$ cat src/rtl/pll_core_pkg.sv
package pll_core_pkg;
  typedef struct packed {
    logic up;
    logic dn;
  } pfd_state_t;
endpackage

$ cat src/rtl/pll_divider.sv
module pll_divider #(
  parameter int CW        = 15,
  parameter int RST_RATIO = 256
) (
  input  logic          clk_i,
  input  logic          rst_ni,
  input  logic          tick_i,
  input  logic [CW-1:0] ratio_i,
  output logic          div_o,
  output logic          tc_o
);
  logic [CW-1:0] cnt_q, ratio_q, half;
  logic          div_q, tc_q, last, mid;

  assign half = ratio_q >> 1;
  assign last = (cnt_q == ratio_q - CW'(1));
  assign mid  = (cnt_q == half - CW'(1));

  always_ff @(posedge clk_i or negedge rst_ni) begin
    if (!rst_ni) begin
      cnt_q   <= '0;
      ratio_q <= CW'(RST_RATIO);
      div_q   <= 1'b0;
      tc_q    <= 1'b0;
    end else begin
      tc_q <= tick_i & last;
      if (tick_i) begin
        if (last) begin
          cnt_q   <= '0;
          div_q   <= 1'b0;
          ratio_q <= ratio_i;  // new ratio only at terminal count
        end else begin
          cnt_q <= cnt_q + CW'(1);
          if (mid) div_q <= 1'b1;
        end
      end
    end
  end

  assign div_o = div_q;
  assign tc_o  = tc_q;

  a_r1_r2_fall_at_tc: assert property (@(posedge clk_i) disable iff (!rst_ni)
    tc_q |-> (!div_q && $past(div_q)));
  a_r3_ratio_at_tc: assert property (@(posedge clk_i) disable iff (!rst_ni)
    !$stable(ratio_q) |-> tc_q);
  a_r2_cnt_bound: assert property (@(posedge clk_i) disable iff (!rst_ni)
    cnt_q < ratio_q);
endmodule

$ cat src/rtl/pll_pfd.sv
module pll_pfd
  import pll_core_pkg::*;
(
  input  logic       clk_i,
  input  logic       rst_ni,
  input  logic       ref_fall_i,
  input  logic       vco_fall_i,
  output pfd_state_t st_o
);
  pfd_state_t st_q;
  logic set_up, set_dn;

  assign set_up = st_q.up | vco_fall_i;
  assign set_dn = st_q.dn | ref_fall_i;

  always_ff @(posedge clk_i or negedge rst_ni) begin
    if (!rst_ni) begin
      st_q <= '0;
    end else if (set_up && set_dn) begin
      st_q <= '0;  // both seen: clear, no overlap reaches the pump
    end else begin
      st_q.up <= set_up;
      st_q.dn <= set_dn;
    end
  end

  assign st_o = st_q;

  a_r6_exclusive: assert property (@(posedge clk_i) disable iff (!rst_ni)
    !(st_q.up && st_q.dn));
  a_r6_coincident: assert property (@(posedge clk_i) disable iff (!rst_ni)
    (ref_fall_i && vco_fall_i && !st_q.up && !st_q.dn) |=> (!st_q.up && !st_q.dn));
  a_r4_up_start: assert property (@(posedge clk_i) disable iff (!rst_ni)
    (vco_fall_i && !ref_fall_i && !st_q.dn) |=> st_q.up);
  a_r5_dn_start: assert property (@(posedge clk_i) disable iff (!rst_ni)
    (ref_fall_i && !vco_fall_i && !st_q.up) |=> st_q.dn);
endmodule

$ cat src/rtl/pll_out_mux.sv
module pll_out_mux
  import pll_core_pkg::*;
#(
  parameter int PW      = 4,
  parameter int REF_BIT = 2,
  parameter int VCO_BIT = 3
) (
  input  pfd_state_t    st_i,
  input  logic          tristate_i,
  input  logic          test_route_i,
  input  logic          ref_div_i,
  input  logic          vco_div_i,
  input  logic [PW-1:0] port_reg_i,
  output logic          up_o,
  output logic          dn_o,
  output logic          hiz_o,
  output logic [PW-1:0] port_o
);
  assign up_o  = st_i.up & ~tristate_i;
  assign dn_o  = st_i.dn & ~tristate_i;
  assign hiz_o = tristate_i | ~(st_i.up | st_i.dn);

  for (genvar i = 0; i < PW; i++) begin : g_port
    if (i == REF_BIT) begin : g_ref
      assign port_o[i] = test_route_i ? ref_div_i : port_reg_i[i];
    end else if (i == VCO_BIT) begin : g_vco
      assign port_o[i] = test_route_i ? vco_div_i : port_reg_i[i];
    end else begin : g_reg
      assign port_o[i] = port_reg_i[i];
    end
  end
endmodule

$ cat src/rtl/pll_synth_core.sv
module pll_synth_core
  import pll_core_pkg::*;
#(
  parameter int N_W       = 15,
  parameter int MIN_N     = 256,
  parameter int REF_RATIO = 512,
  parameter int PW        = 4
) (
  input  logic           clk_i,
  input  logic           rst_ni,
  input  logic           xtal_tick_i,
  input  logic           vco_tick_i,
  input  logic [N_W-1:0] ratio_i,
  input  logic           tristate_i,
  input  logic           test_route_i,
  input  logic           cur_hi_i,
  input  logic           drive_off_i,
  input  logic [PW-1:0]  port_reg_i,
  output logic           ref_div_o,
  output logic           vco_div_o,
  output logic           pump_up_o,
  output logic           pump_dn_o,
  output logic           pump_hiz_o,
  output logic           pump_hi_o,
  output logic           drive_en_o,
  output logic [PW-1:0]  port_o
);
  localparam int REF_W = $clog2(REF_RATIO + 1);

  logic [N_W-1:0] n_eff;
  logic           ref_tc, vco_tc, ref_div, vco_div;
  pfd_state_t     st;

  assign n_eff = (ratio_i < N_W'(MIN_N)) ? N_W'(MIN_N) : ratio_i;

  pll_divider #(.CW(REF_W), .RST_RATIO(REF_RATIO)) i_ref_div (
    .clk_i(clk_i), .rst_ni(rst_ni), .tick_i(xtal_tick_i),
    .ratio_i(REF_W'(REF_RATIO)), .div_o(ref_div), .tc_o(ref_tc));

  pll_divider #(.CW(N_W), .RST_RATIO(MIN_N)) i_vco_div (
    .clk_i(clk_i), .rst_ni(rst_ni), .tick_i(vco_tick_i),
    .ratio_i(n_eff), .div_o(vco_div), .tc_o(vco_tc));

  pll_pfd i_pfd (
    .clk_i(clk_i), .rst_ni(rst_ni), .ref_fall_i(ref_tc),
    .vco_fall_i(vco_tc), .st_o(st));

  pll_out_mux #(.PW(PW)) i_mux (
    .st_i(st), .tristate_i(tristate_i), .test_route_i(test_route_i),
    .ref_div_i(ref_div), .vco_div_i(vco_div), .port_reg_i(port_reg_i),
    .up_o(pump_up_o), .dn_o(pump_dn_o), .hiz_o(pump_hiz_o), .port_o(port_o));

  assign ref_div_o  = ref_div;
  assign vco_div_o  = vco_div;
  assign pump_hi_o  = cur_hi_i;
  assign drive_en_o = ~drive_off_i;

  a_r10_reset_idle: assert property (@(posedge clk_i)
    !rst_ni |-> (!ref_div_o && !vco_div_o && !pump_up_o && !pump_dn_o && pump_hiz_o));
endmodule

$ cat config.mk
export PLATFORM = sky130hd
export DESIGN_NAME = pll_synth_core
export DESIGN_NICKNAME = d
export VERILOG_FILES = /design/src/rtl/pll_core_pkg.sv /design/src/rtl/pll_divider.sv /design/src/rtl/pll_pfd.sv /design/src/rtl/pll_out_mux.sv /design/src/rtl/pll_synth_core.sv
export SDC_FILE = /design/constraint.sdc
export NUM_CORES = 1
export LEC_CHECK = 0
export BUFFER_PORTS_ARGS = -buffer_cell sky130_fd_sc_hd__buf_4
export CAP_MARGIN = 20
export CORE_AREA = 2 2 91 93
export CTS_CLUSTER_DIAMETER = 120
export DETAILED_ROUTE_END_ITERATION = 8
export DIE_AREA = 0 0 93 95
export GPL_TIMING_DRIVEN = 0
export PLACE_DENSITY = 0.8
export SLEW_MARGIN = 20
export SYNTH_ARGS = -nofsm -noshare
export SYNTH_HDL_FRONTEND = slang
export SYNTH_HIERARCHICAL = 1
export SYNTH_SLANG_ARGS = --single-unit
$ cat constraint.sdc
create_clock -name clk_i -period 4.2 [get_ports clk_i]
set_input_delay 0.63 -clock clk_i [delete_from_list [all_inputs] [get_ports clk_i]]
set_output_delay 0.63 -clock clk_i [all_outputs]
set_load 0.02 [all_outputs]
### After elaboration in Yosys (flattened, before gate mapping)

Cells that the tools add are included.

| cells by class | value |
|---|---|
| order comparisons | 1 |
| bitwise gates (word level) | 11 |
| $add $sub $neg | 4 |
| multiplexer cells | 10 |
| reductions and logical operators | 6 |
| eq/ne operators | 4 |

Operators by type and width:

| cell | count |
|---|---|
| equality test 15 bit | 2 |
| two-way mux 15 bit | 2 |
| adder 15 x 1 -> 15 bit (second input constant) | 1 |
| < comparator 15 x 9 -> 1 bit (second input constant) | 1 |
| subtractor 14 x 1 -> 15 bit (second input constant) | 1 |
| subtractor 15 x 1 -> 15 bit (second input constant) | 1 |
| adder 10 x 1 -> 10 bit (second input constant) | 1 |
| equality test 10 x 8 -> 1 bit (second input constant) | 1 |
| equality test 10 x 9 -> 1 bit (second input constant) | 1 |
| two-way mux 10 bit | 1 |
| two-way mux 1 bit | 6 |
| AND reduction 2 bit | 3 |
| bitwise AND 1 bit | 4 |
| bitwise OR 1 bit | 4 |
| nonzero test 2 bit | 2 |
| inverter 1 bit | 3 |
| two-way mux 2 bit | 1 |
| logical AND 1 bit | 1 |

| storage, ports and cells | value |
|---|---|
| output and inout port bits | 11 |
| register bits | 46 |

### Longest topological paths before layout

Gate-level depths: netlist (run 1).

| depth | value |
|---|---|
| depth after elaboration | 4 |
| gate-level depth with buffers | 12 |
| mapped depth without buffers | 8 |

### Cells and area by module

The synthesis (run 1) kept the hierarchy.

By module, submodules not included:

| module | instances | cells each | area each (µm²) |
|---|---|---|---|
| pll_divider at i_vco_div | 1 | 265 | 2443.6 |
| pll_divider at i_ref_div | 1 | 162 | 1687.9 |
| pll_synth_core | 1 | 21 | 140.1 |
| pll_pfd | 1 | 5 | 68.8 |
| pll_out_mux | 1 | 7 | 57.6 |

### Worst setup path before layout (run 1)

Ideal clock, no wire load.

| timing path | value |
|---|---|
| path type | reg-to-reg |
| start point | register i_vco_div.ratio_q[1] |
| end point | register i_vco_div.ratio_q[10] |
| cell stages (with the launch flop) | 11 |
| data arrival time | 2862 ps |
| slack | 1213 ps |
| period minus slack after synthesis | 2987 ps |
| required time | 4075 ps |
| path through | dfrtp_1 > inv_1 > ha_1 > or4b_4 > or4_1 > a31oi_2 > a2bb2oi_2 > and4_1 > buf_6 > buf_12 > mux2_4 |

| on the way | value |
|---|---|
| cells in the longest elaborated chain, start to end | 3 |

Ends and longest elaborated chain:

| item | line | RTL |
|---|---|---|
| start, declared | pll_divider.sv:12 | `logic [CW-1:0] cnt_q, ratio_q, half;` |
| start signal, assigned | pll_divider.sv:22 | `ratio_q <= CW'(RST_RATIO);` |
| start signal, assigned | pll_divider.sv:31 | `ratio_q <= ratio_i;` |
| subtractor 15 x 1 -> 15 bit | pll_divider.sv:16 | `assign last = (cnt_q == ratio_q - CW'(1));` |
| equality test 15 bit | pll_divider.sv:16 |  |
| AND reduction 2 bit (no line) | - |  |

No other way between the ends.
A chain may end at the register's enable or synchronous reset.

### Worst setup path after layout (run 1)

| timing path | value |
|---|---|
| start point | register i_vco_div.ratio_q[2] |
| end point | register i_vco_div.ratio_q[10] |

Same word-level chain as after synthesis.

==> reports/metrics.yaml, run 1 <==
clock_tree:
  htree_num_levels: 2
  post-cts-setup-buffer-count: 0
  cts_num_sinks: 56
  clkTransAtPathRegs_ns: 0.11
  clockRootBuffer: "clkbuf_8"
  clk-insertion-delay-late_ns: 0.32
  numCtsBuffers: 5
  cts.repair.resized: 0
  tritoncts: "built"
  max-clock-path-buffers: 2
  ctsHoldBuffers: 0
timing:
  tns_ns: 0
  post-route-min-period_ns: 3.43
  clock_skew_ns: 0.00464
  whs_ns: 0.340
  rsz0062_at_grt: "no"
  drv_slew: 0
  timing_hold_violations_final: 0
  slew-limit-headroom_pct: 47.0
  setup_viol_count_final: 0
  tightestPinTransition_ns: 0.788
  final_min_period_over_clock_period_pct: 81.6
  maxClockFrequency_mhz: 292
setup_path:
  worstPathMaxFanout: 10
  critical_path_class: "reg2reg"
  timing.critical_path.required_ns: 4.41
  setup.worst_path.start_class: "flop"
  critical_path.reg2reg.startpoint: "i_vco_div/ratio_q[2]$_DFFE_PN0P_"
  setup.worst_path.start: "i_vco_div/ratio_q[2]$_DFFE_PN0P_"
  crit_path_end_kind: "flop"
  timing.reg2reg.setup_slack_ns: 0.77
  worstPathArrival_ns: 3.64
status:
  run_status: "completed"
routing:
  wirelength_mm: 9.58
  dr_total_vias: 3577
  post-route-drc-count: 0
  final_antenna_net_count: 0
  wl_met1_mm: 4.03
  wl_per_cell_um: 15.6
  drt-initial-drc-count: 144
  wl_met3_um: 299
  via_density_per_instance: 5.83
  routed-wl-met2_mm: 5.11
  top_signal_layer_used: "met4"
  detail_route.first_pass.iterations: 4
floorplanning:
  fp.dieArea_um2: 8840
  floorplan.initialDensity_pct: 55.5
  core_region_area_um2: 7930
  rows: 33
  fp.dieW_um: 93
  die_h_um: 95
  io_pins: 38
placed_design:
  routabilityCongestion: 0.908
  place.detailed.hpwl_mm: 7.22
  placed_cells: 606
  io_port_bufs: 33
global_route:
  grt_start_max_net_pins: 57
  grt_first_pass_wirelength_mm: 16.0
  antenna_found_initial: 0
  first_global_vias: 3401
  overflow: 0
  grt_util_overall_pct: 22.7
min_path:
  path_class_of_the_lowest_slack_min_delay_path: "in2async"
finish:
  mostFrequentLayoutCells: "dfrtp_1 (54), xnor2_1 (38), buf_4 (36), xor2_1 (34), nor2_1 (33)"
  finish.net_count: 541
  areaGrowthSynthToFinish_pct: 11.5
  drive_gt1_share_pct: 22.6
  final_common_cell: "dfrtp_1"
  total_inserted_antenna_cells: 0
  fin_util_pct: 61.9
  layoutNonFillerInstCount: 614
flow_run:
  max_cap_viol_count: 0
power:
  p_leak_nw: 2.25
  pwr_density_cell_nw_per_um2: 258
  ir_drop_mv: 0.150
yosys:
  syn_inst: 460
  post_synth_instance_area_um2: 4400
  syn-mean-instance-area_um2: 9.56
  synth-seq-cells: 56
  ys_types: 78
  synth_warnings: 6
  synth_flop_cell: "dfrtp_1"
  ys_async_sr_fraction_pct: 100
  yosysSeqAreaShare_pct: 31.9
  synth_enable_flop_cells: 0
[power by group]
group | leakage (nW) | internal (mW) | switching (mW)
clock network | 0.0485 | 0.120 | 0.190
registers | 0.747 | 0.578 | 0.0321
logic | 1.46 | 0.155 | 0.192
total | 2.25 | 0.854 | 0.414
[state kept, by name, summed over array words and instances, names as in the netlist]
signal and count:
i_ref_div/cnt_q 10, i_vco_div/ratio_q 15, i_vco_div/tc_o 1, i_ref_div/tc_o 1
i_pfd/st_o 2, i_ref_div/div_o 1, i_vco_div/cnt_q 15, i_vco_div/div_o 1
i_ref_div/ratio_q 10
[Yosys cell counts (4+ instances only)]
| library cell | count | area (µm²) |
|---|---|---|
| nor2_1 | 33 | 124 |
| xnor2_1 | 38 | 333 |
| o21ai_0 | 13 | 65.1 |
| nand4_1 | 11 | 68.8 |
| or3_1 | 4 | 25.0 |
| nor4_1 | 9 | 56.3 |
| mux2_2 | 18 | 203 |
| xor2_1 | 34 | 298 |
| a21oi_1 | 11 | 55.1 |
| ha_1 | 6 | 75.1 |
| o22ai_1 | 4 | 25.0 |
| nand2b_1 | 6 | 37.5 |
| a21boi_0 | 8 | 60.1 |
| and3_1 | 7 | 43.8 |
| a31oi_1 | 5 | 31.3 |
| clkbuf_1 | 27 | 101 |
| or4_1 | 6 | 45.0 |
| dfrtp_1 | 54 | 1350 |
| nor3_1 | 13 | 65.1 |
| mux2_4 | 10 | 150 |
| buf_6 | 6 | 67.6 |
| nand3_1 | 16 | 80.1 |
| nand2_1 | 14 | 52.6 |
| inv_1 | 16 | 60.1 |
[metrics by stage]
| step | setup slack (ns) | power [mW] | area, µm² |
|---|---|---|---|
| floorplan | 1.21 | 0.874 | 4430 |
| global placement | 0.854 | 0.949 | 4810 |
| detailed placement | 0.662 | 0.965 | 4810 |
| CTS | 0.615 | 1.28 | 4900 |
| global route | 0.668 | 1.35 | 4900 |
| finish | 0.774 | 1.27 | 4900 |
[critical path, cell delays in order (launching register included)]
cell and delay, ns:
dfrtp_1 0.49, inv_1 0.09, ha_1 0.29, nor4b_1 0.48, nand3_1 0.14, o22a_1 0.24, a2111oi_1 0.63, and4_1 0.34
buf_6 0.17, buf_12 0.15, mux2_4 0.30
[worst paths after layout]
| path | end | cells after the start |
|---|---|---|
| worst max-delay path | i_vco_div/ratio_q[10]$_DFFE_PN0P_ | 10 |
| worst min-delay path | i_ref_div/ratio_q[6]$_DFFE_PN0P_ | 1 |
| worst max register to register | i_vco_div/ratio_q[10]$_DFFE_PN0P_ | 10 |
| worst min register to register | i_pfd/st_o[0]$_DFF_PN0_ | 1 |
| max in group asynchronous | i_vco_div/ratio_q[3]$_DFFE_PN0P_ | 1 |
| min in group clk_i | i_pfd/st_o[0]$_DFF_PN0_ | 1 |
[area by class of cell]
type | instances | area, µm²
buffer | 44 | 309
clock buffer | 5 | 68.8
clock inverter | 3 | 22.5
fill | 698 | 3020
inverter | 16 | 60.1
multi-input combinational | 352 | 2660
sequential | 56 | 1400
tap | 105 | 131
timing repair buffer | 33 | 248
[kinds of logic after synthesis]
logic type / Yosys count / share of synthesized area (%)
XOR/XNOR: 73 / 14.9
buffers and inverters: 60 / 8.39
adder cells (fa/ha/maj): 6 / 1.71
other: 2 / 0.171
multiplexers: 29 / 8.25
flip-flops: 56 / 31.9
AND/OR/NAND/NOR: 158 / 22.3
AO/OA/AOI/OAI: 76 / 12.4
[metal layers]
layer  GRT usage [%]  up-vias
met4            7.35        0
li1                -     1722
met5               0        -
met2            42.1       73
met3            2.79       13
met1            27.2     1769
Power figures use the tool's default switching activity.
==> inputs of run 2 (changes only) <==
ABC_AREA = 1   (was default)
CORE_AREA = 2 2 98 100   (was 2 2 91 93)
DIE_AREA = 0 0 100 102   (was 0 0 93 95)
PLACE_DENSITY = 0.81   (was 0.8)
clock period = 2.8 ns   (was 4.2 ns; I/O delays follow)
==> run 2 against run 1 <==
Net effect:
- wire length grew 19%
- sequential cell count unchanged
- worst setup slack worse by 0.50 ns
- first-iteration DRC count up 53%
- die area grew 15%
- final area increased by 13%
- hold slack lost 0.20 ns
- synthesized cell count rose by 80%
- global-route usage rose by 0.84 points
- fmax rose by 36%
- synthesized area increased by 14%
- total power grew 130%
- largest cell class unchanged
==> reports/metrics.yaml, run 2 <==
timing:
  drv_slew: 0  # unchanged
  setup_viol_count_final: 0  # unchanged
  tightestPinTransition_ns: 1.08  # +0.290 ns
  post-route-min-period_ns: 2.53  # -0.900 ns
  clock_skew_ns: 0.0118  # +0.00719 ns
  rsz0062_at_grt: "no"
  final_min_period_over_clock_period_pct: 90.2  # +8.6 points
  slew-limit-headroom_pct: 27.5  # -20 points
  tns_ns: 0  # unchanged
  layout_setup_ws_ns: 0.275  # -0.500 ns
  maxClockFrequency_mhz: 396  # +36%
  timing_hold_violations_final: 0  # unchanged
clock_tree:
  max-clock-path-buffers: 2  # unchanged
  tritoncts: "built"
  clkTransAtPathRegs_ns: 0.10  # about the same
  clk-insertion-delay-late_ns: 0.32  # about the same
  clockRootBuffer: "clkbuf_8"
  post-cts-setup-buffer-count: 0  # unchanged
  numCtsBuffers: 5  # unchanged
  cts_num_sinks: 56  # unchanged
  htree_num_levels: 2  # unchanged
setup_path:
  worstPathMaxFanout: 10  # unchanged
  worst_path_largest_cell_delay_ns: 0.42  # -0.21 ns
  cp_cell_sequence: "inv_1, ha_1, inv_1, nor2_4, nand3_4, nor2_2, o21ai_1, nand2_1, nand3_1, nor2_2, nand3_2, nor2_4, buf_6, nand2_1, nand2_1"
  setup.worst_path.start_class: "flop"
  path_common_cell: "nand2_1"
  critical_path_class: "reg2reg"
  path_buf_inv: 3  # unchanged
  worstPathArrival_ns: 2.78  # -0.86 ns
  setup.worst_path.start: "i_vco_div/ratio_q[1]$_DFFE_PN0P_"
  crit_path_end_kind: "flop"
  timing.critical_path.max_delay_family: "simple AND/OR/NAND/NOR gates"
  critical_path.reg2reg.startpoint: "i_vco_div/ratio_q[1]$_DFFE_PN0P_"
  timing.critical_path.required_ns: 3.06  # -1.35 ns
  crit_path_top_delay_cell: "dfrtp_1"
finish:
  multiInputGateArea_um2: 3010  # +13%
  layoutNonFillerInstCount: 988  # +61%
  final_common_cell: "nand2_1"
  drive_gt1_share_pct: 13.1  # -9.5 points
  finish.net_count: 909  # +68%
  fillerInstances: 942  # +35%
  mostFrequentLayoutCells: "nand2_1 (308), inv_1 (103), nor2_1 (92), nand3_1 (74), dfrtp_1 (54)"
  areaGrowthSynthToFinish_pct: 11.2
  ff_latch_area_um2: 1400  # unchanged
  biggest_regs: "i_vco_div/cnt_q: 15 flops, i_vco_div/ratio_q: 15 flops"
  total_inserted_antenna_cells: 0  # unchanged
routing:
  wirelength_mm: 11.4  # +19%
  drt-initial-drc-count: 221  # +53%
  via_density_per_instance: 4.96  # -15%
  dr_total_vias: 4904  # +37%
  wl_per_cell_um: 11.6  # -26%
  post-route-drc-count: 0  # unchanged
  detail_route.first_pass.iterations: 5  # +1
  final_antenna_net_count: 0  # unchanged
yosys:
  syn_inst: 828  # +80%
  synth-seq-cells: 56  # unchanged
  ys_async_sr_fraction_pct: 100  # unchanged
  yosys-top-cells-count: "nand2_1 (308), inv_1 (103), nor2_1 (92)"
  synth_top_area_share_pct: 27.0  # -3.7 points
  synth_warnings: 6  # unchanged
  dominant_cell_type_by_area_after_synthesis: "dfrtp_1"
  cell_with_the_most_instances_after_synthesis: "nand2_1"
  ys_types: 41  # -47%
  synth.top_cells.by_area: "dfrtp_1 (27%), nand2_1 (23%), inv_1 (7.7%)"
  syn-mean-instance-area_um2: 6.04  # -37%
  synth_enable_flop_cells: 0  # unchanged
  post_synth_instance_area_um2: 5000  # +14%
  synth_flop_cell: "dfrtp_1"
  yosysSeqAreaShare_pct: 28.0  # -3.9 points
placed_design:
  placed_cells: 980  # +62%
  routabilityCongestion: 0.932  # +2.6%
  place.detailed.hpwl_mm: 9.16  # +27%
  post-place-ws_ns: 0.272  # -0.390 ns
  io_port_bufs: 33  # unchanged
global_route:
  first_global_vias: 4266  # +25%
  grt_start_max_net_pins: 57  # unchanged
  overflow: 0  # unchanged
  antenna_found_initial: 0  # unchanged
  grt_first_pass_wirelength_mm: 19.3  # +21%
  grt_util_overall_pct: 23.5  # +0.84 points
power:
  p_leak_nw: 3.19  # +42%
  pwr_density_cell_nw_per_um2: 531  # +110%
  ir_drop_mv: 0.262  # +74%
  report.power.total_mw: 2.95  # +130%
floorplanning:
  io_pins: 38  # unchanged
  rows: 35  # +6.1%
  fp.dieArea_um2: 10200  # +15%
  die_h_um: 102  # +7.4%
  fp.dieW_um: 100  # +7.5%
  core_region_area_um2: 9110  # +15%
  floorplan.initialDensity_pct: 54.9  # -0.53 points
min_path:
  path_class_of_the_lowest_slack_min_delay_path: "in2async"
status:
  run_status: "completed"
flow_run:
  max_cap_viol_count: 0  # unchanged
## run 2: cell types whose count changed after synthesis, moves of 10 or more
cell / previous run / this run
xor2_1: 34 / 22
nor2_1: 33 / 92
inv_1: 16 / 103
nor2_4: 0 / 12
mux2_2: 18 / 0
inv_2: 0 / 20
nor2_2: 1 / 11
mux2_4: 10 / 0
xnor2_1: 38 / 15
nand3_1: 16 / 74
nand4_1: 11 / 22
nand2_1: 14 / 308
clkbuf_1: 27 / 13
## run 2: worst reg2reg max path, stage by stage (launching register included)
cell and delay [ns]:
dfrtp_1 0.42, inv_1 0.18, ha_1 0.28, inv_1 0.11
nor2_4 0.13, nand3_4 0.12, nor2_2 0.14, o21ai_1 0.08
nand2_1 0.11, nand3_1 0.10, nor2_2 0.18, nand3_2 0.15
nor2_4 0.20, buf_6 0.17, nand2_1 0.06, nand2_1 0.05
## run 2: what timing repair did
action                     in CTS  in global routing
setup endpoints to repair       0                  5
hold buffers                    0                  0
resized for setup               0                  1
## run 2: worst paths after layout
kind / end / slack, ns / depth (start not counted)
worst min-delay path: i_vco_div/ratio_q[3]$_DFFE_PN0P_ / 0.14 / 1
min in group clk_i: i_vco_div/ratio_q[13]$_DFFE_PN0P_ / 0.38 / 4
worst max-delay path: i_vco_div/ratio_q[11]$_DFFE_PN0P_ / 0.27 / 15
max in group asynchronous: i_ref_div/ratio_q[5]$_DFFE_PN0P_ / 2.19 / 1
worst max register to register: i_vco_div/ratio_q[11]$_DFFE_PN0P_ / 0.27 / 15
worst min register to register: i_pfd/st_o[0]$_DFF_PN0_ / 0.49 / 3
## run 2: routing by layer
metal | track usage, % | vias to the layer above | share of wire, %
met5 | 0 | - | 0
met4 | 7.27 | 0 | 2.1
met3 | 1.92 | 19 | 3.0
li1 | - | 2609 | -
met2 | 43.7 | 84 | 50
met1 | 29.1 | 2192 | 45
## run 2: stage by stage
step / utilization [%] / cell area [µm²] / hold slack, ns
6_report: 61.1 / 5560 / 0.142
5_1_grt: 61.1 / 5560 / 0.205
4_1_cts: 61.0 / 5550 / 0.170
3_5_place_dp: 59.5 / 5420 / 0.481
3_3_place_gp: 59.5 / 5420 / 0.479
2_1_floorplan: - / 5030 / 0.124
## run 2: cell families (layout without fill, tap and decap cells)
group | Yosys count | in the layout | synth area share [%]
AOI/OAI and AO/OA | 27 | 27 | 3.05
xor gates and xnor gates | 37 | 37 | 6.47
adders and majority gates | 6 | 6 | 1.50
buffers and inverters | 156 | 197 | 12.7
DFF | 56 | 56 | 28.1
other | 2 | 10 | 0.150
and+or+nand+nor | 544 | 544 | 48.1
## run 2: power by group
group,total [mW],switching [mW],internal [mW]
Clock,0.627,0.270,0.358
Sequential,1.06,0.130,0.925
Combinational,1.27,0.790,0.481
## run 2: final cells by class
class	instances	share of cell area [%]
multi-input combinational	624	54.0
sequential	56	25.2
inverter	124	8.37
timing repair buffer	33	4.45
buffer	32	3.04
tap	111	2.50
clock buffer	6	1.30
clock inverter	2	1.08
==> inputs of run 3 (changes only) <==
PLACE_DENSITY = 0.85   (was 0.81)
==> run 3 against run 2 <==
Net effect:
- wire length down 2.0%
- combinational power about the same
- clock skew down 0.0021 ns
- sequential power about the same
- total power down 5.7%
- via count up 0.16%
- hold slack worse by 0.0053 ns
- final area down 0.94%
- die area unchanged
- sequential share of layout area up 0.24 points
- highest routed layer unchanged
- worst setup slack worse by 0.044 ns
- clock power down 28%
==> reports/metrics.yaml, run 3 (synthesis results as in run 2) <==
setup_path:
  worstPathMaxFanout: 10  # unchanged
  worst_path_largest_cell_delay_ns: 0.42  # about the same
  setup.worst_path.start_class: "flop"
  path_common_cell: "nand2_1"
  cp_cell_sequence: "inv_1, ha_1, inv_1, nor2_4, nand3_4, nor2_4, xor2_1, nand2_1, nor2_2, nand4_2, buf_2, nand2_1, nand2_1"
  worstPathArrival_ns: 2.78  # about the same
  crit_path_end_kind: "flop"
  critical_path_class: "reg2reg"
  timing.critical_path.required_ns: 3.01  # -0.05 ns
  crit_path_top_delay_cell: "dfrtp_1"
power:
  pwr_density_cell_nw_per_um2: 506  # -4.8%
  p_leak_nw: 3.17  # -0.80%
  power.switching_mw: 1.20  # +0.83%
  p_int_mw: 1.59  # -10%
  netSwitchingFraction_pct: 43.1  # +2.8 points
  report.power.total_mw: 2.79  # -5.7%
  clkPwrFrac_pct: 16.2  # -5.0 points
  share_seq_of_total_power_pct: 37.9  # +2.2 points
  power_frac_comb_pct: 45.9  # +2.9 points
  ir_drop_mv: 0.268  # +2.4%
clock_tree:
  numCtsBuffers: 5  # unchanged
  htree_num_levels: 2  # unchanged
  post-cts-setup-buffer-count: 0  # unchanged
  cts.repair.resized: 0  # unchanged
  max-clock-path-buffers: 2  # unchanged
  ctsHoldBuffers: 0  # unchanged
  tritoncts: "built"
  cts_num_sinks: 56  # unchanged
  clkTransAtPathRegs_ns: 0.10  # about the same
  clockRootBuffer: "clkbuf_8"
  clk-insertion-delay-late_ns: 0.32  # about the same
global_route:
  grt_first_pass_wirelength_mm: 19.4  # +0.57%
  first_global_vias: 4445  # +4.2%
  overflow: 0  # unchanged
  antenna_found_initial: 0  # unchanged
  grt_util_overall_pct: 23.4  # -0.11 points
  grt_start_max_net_pins: 57  # unchanged
timing:
  tns_ns: 0  # unchanged
  post-route-min-period_ns: 2.57  # +0.0445 ns
  drv_slew: 0  # unchanged
  clock_skew_ns: 0.00977  # -0.00206 ns
  timing_hold_violations_final: 0  # unchanged
  rsz0062_at_grt: "no"
  layout_setup_ws_ns: 0.230  # -0.0445 ns
  whs_ns: 0.136  # -0.00527 ns
  slew-limit-headroom_pct: 33.4  # +6.0 points
  tightestPinTransition_ns: 0.989  # -0.0888 ns
  setup_viol_count_final: 0  # unchanged
  maxClockFrequency_mhz: 389  # -1.7%
  final_min_period_over_clock_period_pct: 91.8  # +1.6 points
routing:
  final_antenna_net_count: 0  # unchanged
  detail_route.first_pass.iterations: 7  # +2
  post-route-drc-count: 0  # unchanged
  wl_per_cell_um: 11.3  # -2.0%
  drt-initial-drc-count: 227  # +2.7%
  via_density_per_instance: 4.97  # +0.16%
  wirelength_mm: 11.2  # -2.0%
  dr_total_vias: 4912  # +0.16%
min_path:
  path_class_of_the_lowest_slack_min_delay_path: "in2async"
floorplanning:
  fp.dieW_um: 100  # unchanged
  rows: 35  # unchanged
  core_region_area_um2: 9110  # unchanged
  die_h_um: 102  # unchanged
  floorplan.initialDensity_pct: 54.9  # unchanged
  fp.dieArea_um2: 10200  # unchanged
  io_pins: 38  # unchanged
placed_design:
  place.detailed.hpwl_mm: 8.95  # -2.3%
  post-place-ws_ns: 0.277  # +0.00438 ns
  cell_area_reported_after_detailed_placement_um2: 5420  # unchanged
  placed_cells: 980  # unchanged
  routabilityCongestion: 0.940  # +0.89%
  io_port_bufs: 33  # unchanged
finish:
  final_instance_area_um2: 5510  # -0.94%
  fillerInstances: 910  # -3.4%
  areaGrowthSynthToFinish_pct: 10.1
  total_inserted_antenna_cells: 0  # unchanged
  mostFrequentLayoutCells: "nand2_1 (308), inv_1 (103), nor2_1 (92), nand3_1 (74), dfrtp_1 (54)"
  finish.net_count: 909  # unchanged
  biggest_regs: "i_vco_div/cnt_q: 15 flops, i_vco_div/ratio_q: 15 flops"
  final_common_cell: "nand2_1"
  fin_util_pct: 60.5  # -0.58 points
  drive_gt1_share_pct: 13.1  # unchanged
  layoutNonFillerInstCount: 988  # unchanged
flow_run:
  max_cap_viol_count: 0  # unchanged
status:
  run_status: "completed"
[run 3: changes by cell type in the layout (fill, tap and decap cells not counted)]
| cell | before | now |
|---|---|---|
| bufinv_16 | 2 | 0 |
| clkinv_4 | 0 | 1 |
| clkinvlp_4 | 0 | 1 |
| nand4_2 | 0 | 1 |
| nand4_4 | 1 | 0 |
[run 3: area by class of cell]
| cell class | count | area [µm²] | area share, % |
|---|---|---|---|
| Buffer | 32 | 169 | 3.07 |
| Timing Repair Buffer | 33 | 248 | 4.50 |
| Sequential cell | 56 | 1400 | 25.5 |
| Clock buffer | 6 | 72.6 | 1.32 |
| Clock inverter | 2 | 16.3 | 0.295 |
| Tap cell | 111 | 139 | 2.52 |
| Inverter | 124 | 465 | 8.45 |
| Multi-Input combinational cell | 624 | 3000 | 54.4 |
[run 3: layer usage]
| metal | vias up | global-route usage [%] | routed length [µm] |
|---|---|---|---|
| li1 | 2616 | - | - |
| met1 | 2175 | 28.7 | 4940 |
| met2 | 95 | 42.3 | 5500 |
| met3 | 26 | 2.80 | 402 |
| met4 | 0 | 9.06 | 363 |
| met5 | - | 0 | 0 |
[run 3: worst paths after layout]
| kind | depth (start not counted) | startpoint | endpoint | slack [ns] |
|---|---|---|---|---|
| setup / recovery | 13 | i_vco_div/ratio_q[1]$_DFFE_PN0P_ | i_vco_div/ratio_q[11]$_DFFE_PN0P_ | 0.23 |
| hold / removal | 1 | rst_ni | i_vco_div/ratio_q[4]$_DFFE_PN0P_ | 0.14 |
| setup reg to reg | 13 | i_vco_div/ratio_q[1]$_DFFE_PN0P_ | i_vco_div/ratio_q[11]$_DFFE_PN0P_ | 0.23 |
| hold reg to reg | 3 | i_ref_div/tc_o$_DFF_PN0_ | i_pfd/st_o[1]$_DFF_PN0_ | 0.51 |
| max in group asynchronous | 1 | rst_ni | i_vco_div/div_o$_DFFE_PN0P_ | 2.19 |
| min in group clk_i | 4 | ratio_i[13] | i_vco_div/ratio_q[13]$_DFFE_PN0P_ | 0.38 |
[run 3: critical path: cells and delay by family, from the launching register on]
family	cells	cell delay, ns
xor gates and xnor gates	1	0.22
DFF	1	0.42
buffers and inverters	3	0.54
and+or+nand+nor	8	1.00
adders and majority gates	1	0.28
[run 3: power groups by stage]
stage,Sequential [mW],Combinational [mW],Clock [mW]
2_1_floorplan,1.03,1.02,0
3_3_place_gp,1.06,1.23,0
6_report,1.06,1.28,0.450
4_1_cts,1.05,1.27,0.467
5_1_grt,1.07,1.47,0.497
3_5_place_dp,1.07,1.26,0
